## config.mk

```make
export PLATFORM = sky130hd
export DESIGN_NAME = rtc_host_regs
export DESIGN_NICKNAME = d
export VERILOG_FILES = /design/src/rtl/rtc_host_regs.sv
export SDC_FILE = /design/constraint.sdc
export NUM_CORES = 1
export LEC_CHECK = 0
export BUFFER_PORTS_ARGS = -buffer_cell sky130_fd_sc_hd__clkbuf_2
export CAP_MARGIN = 15
export CORE_MARGIN = 2
export CORE_UTILIZATION = 40
export DETAILED_ROUTE_END_ITERATION = 6
export PLACE_DENSITY = 0.55
export SLEW_MARGIN = 5
export SYNTH_ARGS = -nofsm -noshare
export SYNTH_HDL_FRONTEND = slang
export SYNTH_SLANG_ARGS = --single-unit
```

## constraint.sdc

```tcl
create_clock -name clk -period 7.72 [get_ports clk]
set_clock_uncertainty 0.2 [all_clocks]
set_input_delay 0.772 -clock clk [delete_from_list [all_inputs] [get_ports clk]]
set_output_delay 0.772 -clock clk [all_outputs]
set_load 0.01 [all_outputs]
```

## src/rtl/rtc_host_regs.sv

```systemverilog
module rtc_host_regs #(
  parameter int unsigned DW = 8,
  parameter int unsigned AW = 6
) (
  input  logic          clk,
  input  logic          rst_n,
  input  logic          idx_we,
  input  logic          dat_we,
  input  logic          dat_re,
  input  logic [DW-1:0] wdata,
  output logic [DW-1:0] rdata,
  output logic          nmi_mask,
  output logic [3:0]    ext_addr,
  output logic          ext_we,
  output logic [DW-1:0] ext_wdata,
  input  logic [DW-1:0] ext_rdata,
  output logic [DW-1:0] ctrl,
  input  logic          ev_periodic,
  input  logic          ev_alarm,
  input  logic          ev_update,
  input  logic          bad_power,
  output logic          irq
);
  localparam logic [AW-1:0] A_CTRL = AW'(11);
  localparam logic [AW-1:0] A_STAT = AW'(12);
  localparam logic [AW-1:0] A_VAL  = AW'(13);
  localparam logic [AW-1:0] A_RAM  = AW'(14);
  localparam int unsigned   NRAM   = (1 << AW) - 14;

  logic [AW-1:0] idx;
  logic          pf, af, uf, vrt;
  logic [DW-1:0] ram [NRAM];
  logic [AW-1:0] ram_off;
  logic          sel_ext, sel_ram, rd_stat, rd_val, irqf;

  assign ram_off   = idx - A_RAM;
  assign sel_ext   = idx < A_CTRL;
  assign sel_ram   = idx >= A_RAM;
  assign rd_stat   = dat_re && idx == A_STAT;
  assign rd_val    = dat_re && idx == A_VAL;

  assign ext_addr  = idx[3:0];
  assign ext_we    = dat_we && sel_ext;
  assign ext_wdata = wdata;

  assign irqf = (pf & ctrl[6]) | (af & ctrl[5]) | (uf & ctrl[4]);
  assign irq  = irqf;

  always_ff @(posedge clk) begin
    if (!rst_n) begin
      idx      <= '0;
      nmi_mask <= 1'b0;
    end else if (idx_we) begin
      idx      <= wdata[AW-1:0];
      nmi_mask <= wdata[DW-1];
    end
  end

  always_ff @(posedge clk) begin
    if (!rst_n) ctrl <= '0;
    else if (dat_we && idx == A_CTRL) ctrl <= wdata;
  end

  always_ff @(posedge clk) begin
    if (!rst_n) begin
      pf <= 1'b0;
      af <= 1'b0;
      uf <= 1'b0;
    end else begin
      pf <= (pf & ~rd_stat) | ev_periodic;
      af <= (af & ~rd_stat) | ev_alarm;
      uf <= (uf & ~rd_stat) | ev_update;
    end
  end

  always_ff @(posedge clk) begin
    if (!rst_n) vrt <= 1'b1;
    else if (bad_power) vrt <= 1'b0;
    else if (rd_val) vrt <= 1'b1;
  end

  always_ff @(posedge clk) begin
    if (dat_we && sel_ram) ram[ram_off] <= wdata;
  end

  always_comb begin
    if (sel_ext)            rdata = ext_rdata;
    else if (sel_ram)       rdata = ram[ram_off];
    else if (idx == A_CTRL) rdata = ctrl;
    else if (idx == A_STAT) rdata = {irqf, pf, af, uf, 4'b0000};
    else                    rdata = {vrt, 7'b0};
  end


  stat_clear_chk: assert property (@(posedge clk) disable iff (!rst_n)
    (rd_stat && !ev_periodic && !ev_alarm && !ev_update) |=> (!pf && !af && !uf));


  event_kept_chk: assert property (@(posedge clk) disable iff (!rst_n)
    ev_update |=> uf);


  irq_quiet_chk: assert property (@(posedge clk) disable iff (!rst_n)
    (!pf && !af && !uf) |-> !irq);


  vrt_drop_chk: assert property (@(posedge clk) disable iff (!rst_n)
    bad_power |=> !vrt);


  val_wr_ignored_chk: assert property (@(posedge clk) disable iff (!rst_n)
    (dat_we && idx == A_VAL && !bad_power && !dat_re) |=> $stable(vrt));


  ext_we_range_chk: assert property (@(posedge clk) disable iff (!rst_n)
    ext_we |-> (idx <= AW'(10)));
endmodule

```

==> key figures <==
Status
  • Status: completed

Flow run
  • Max Cap Viol: 0

Floorplanning
  • # IOs: 56
  • Chip width: 210.2 um
  • Rows: 75
  • Total die area: 44170 um2
  • Core outline area: 41950 um2
  • Chip Height: 210.2 um
  • Initial Util: 0.4053

STA
  • Max frequency: 181.7 MHz
  • Final Hold Fails: 0
  • Slew headroom: 0.2883
  • Setup violators final: 0
  • Tightest Pin Transition: 1.059 ns
  • Tmin final: 5.504 ns
  • Slew Viols, Final: 0
  • Part of the cycle the worst path needs: 0.7129
  • TNS Setup: 0 ns
  • Unrepaired setup endpoints after global routing: false

Synthesis
  • Syn_nets: 1024
  • Netlist Area Pre-Place: 17000 um2
  • Mapped Cells: 994
  • Synth Register Bits: 419
  • Synth warnings: 0
  • Synthesized area per cell: 17.10 um2
  • Post-synth EDFFs: 400
  • Ys flop type: edfxtp_1
  • Synth async-reset ratio: 0
  • Yosys cell types: 58
  • Post-synthesis sequential area ratio: 0.7289

Worst setup path
  • Crit end category: output pin
  • Arrival @ worst endpoint: 4.53 ns
  • Startpoint types: flop
  • Critical path peak fanout: 49
  • Required @ worst endpoint: 6.75 ns
  • Critical path class: flop to output pin

Clocking
  • Clock buffer depth: 3
  • Reg clk slew, reported paths: 0.06 ns
  • Post-CTS Setup Inserts: 0
  • Post_cts resized: 0
  • Hold Buf Count CTS: 0
  • H-Tree Depth: 2
  • Clock Latency Late Sink: 0.53 ns
  • CTS Buf Count: 43
  • Clock sinks: 419
  • Root buffer cell: clkbuf_16
  • TritonCTS clock tree: yes

Power
  • Switching Share: 0.2222
  • PwrDens: 252.6 nW/um2
  • Pint: 3.742 mW
  • VDD IR-drop max: 0.0001749 V
  • Leakage: 6.014 nW
  • Psw: 1.069 mW
  • Total power: 4.811 mW
  • Comb power frac: 0.068
  • Sequential Power Share: 0.522
  • Clk pwr share: 0.410

Place
  • Port bufs: 55
  • Gpl congestion: 0.8663
  • DPL Wire Length: 26640 um

Route
  • Vias per inst: 5.766
  • Via count: 9329
  • Drt total wl: 44350 um
  • Mean routed wirelength per cell: 27.41 um
  • 1st-iter DRT viols: 1141
  • Residual DRC: 0
  • DR pass1 iterations: 5
  • Post-DRT Antenna Nets: 0

Final layout
  • Most frequent cells in the layout: edfxtp_1 (400), nor2_1 (75), clkbuf_2 (55), nand2_1 (50)
  • Share of post-route cells with drive strength above 1: 0.2057
  • Fillers: 3609
  • FF+latch area: 12400 um2
  • Antenna diode count: 0
  • Layout area overhead: 12.02%
  • Final nets: 1076
  • Multi-input logic area: 4197 um2
  • Most common cell after layout, fill and taps aside: edfxtp_1

GRT
  • Number of global-route vias before repair: 9089
  • Largest net degree at the start of global routing: 54
  • Total grt overflow: 0
  • Initial antenna violation count: 0
  • First-pass GRT wire length: 64710 um
  • Overall routing resource usage: 0.2024

Min path
  • Worst min-delay path class: input pin to flop
==> metrics by stage <==
step                      hold WS [ns]    util  setup slack [ns]  cells  area [um2]
after floorplan                 0.2815       -             3.983    994       17000
after global placement          0.2628  0.4222             2.784   1540       17710
after detailed placement        0.2734  0.4222             2.729   1540       17710
after CTS                       0.2440  0.4540             2.157   1618       19040
after global routing            0.2636  0.4540             1.877   1618       19040
final                           0.2666  0.4540             2.216   1618       19040
==> cell type report <==
| type | instances | share of cell area |
|---|---|---|
| Timing Repair Buffer | 73 | 0.02155 |
| Tap cell | 539 | 0.03541 |
| Clock buffer | 53 | 0.06124 |
| Sequential cell | 419 | 0.6511 |
| Inverter | 8 | 0.001577 |
| Clock inverter | 25 | 0.008739 |
| Multi-Input combinational cell | 501 | 0.2204 |
==> sequential cells by signal, indices dropped and copies added (netlist names) <==
register,cells
idx,6
af,1
nmi_mask,1
vrt,1
ctrl,8
pf,1
ram,400
uf,1
==> synth_stat cells (7+ instances only) <==
library cell	count	area share
mux4_2	49	0.065
o221ai_1	10	0.0052
o21ai_0	12	0.0035
mux2_1	20	0.013
a21boi_1	9	0.0040
a2bb2oi_1	12	0.0062
edfxtp_1	400	0.71
nor2_1	75	0.017
clkbuf_1	20	0.0044
nand3_1	9	0.0026
mux2i_1	49	0.029
buf_2	15	0.0044
nor2b_1	14	0.0052
a31oi_1	7	0.0026
dfxtp_1	19	0.022
o22ai_1	38	0.014
a21oi_1	36	0.011
a211oi_1	14	0.0062
buf_4	26	0.011
mux2_2	24	0.016
nand2_1	50	0.011
==> logic make-up (layout without fill, tap and decap cells) <==
| kind of cell | count (synthesis) | count (layout) | synth area share |
|---|---|---|---|
| mux | 142 | 142 | 0.1229 |
| fa+ha+maj | 5 | 5 | 0.003680 |
| xor+xnor | 5 | 5 | 0.003018 |
| flops | 419 | 419 | 0.7289 |
| simple gates | 174 | 174 | 0.04629 |
| buf+inv | 74 | 159 | 0.02495 |
| compound gates | 175 | 175 | 0.07021 |
==> worst max-delay path: stages, from the launching register on <==
cell	delay (ns)
dfxtp_4	0.78
buf_4	0.69
nand2_1	0.60
nor4_2	0.95
a21oi_1	0.06
o21ai_0	0.37
o31a_1	0.28
clkbuf_2	0.16
==> power groups by stage <==
stage	Clock (mW)	Sequential, mW	Combinational [mW]
floorplan	0	2.55	0.201
global placement	0	2.56	0.327
detailed placement	0	2.56	0.329
CTS	2.01	2.51	0.330
global route	2.10	2.51	0.350
finish	1.97	2.51	0.328
==> metal layers <==
metal / GRT usage / part of all wire
met4: 0.05820 / 0.025
met2: 0.2982 / 0.44
met3: 0.03874 / 0.070
met5: 0 / 0
met1: 0.3063 / 0.46
==> final timing paths <==
check,to,slack [ns],startpoint,depth (start not counted)
max,rdata[5],2.22,idx[1],7
min reg2reg,ctrl[1],0.28,ctrl[1],2
min,vrt,0.27,bad_power,2
max reg2reg,ctrl[2],3.62,idx[1],6
No activity file was read; power rests on OpenSTA's default activity.
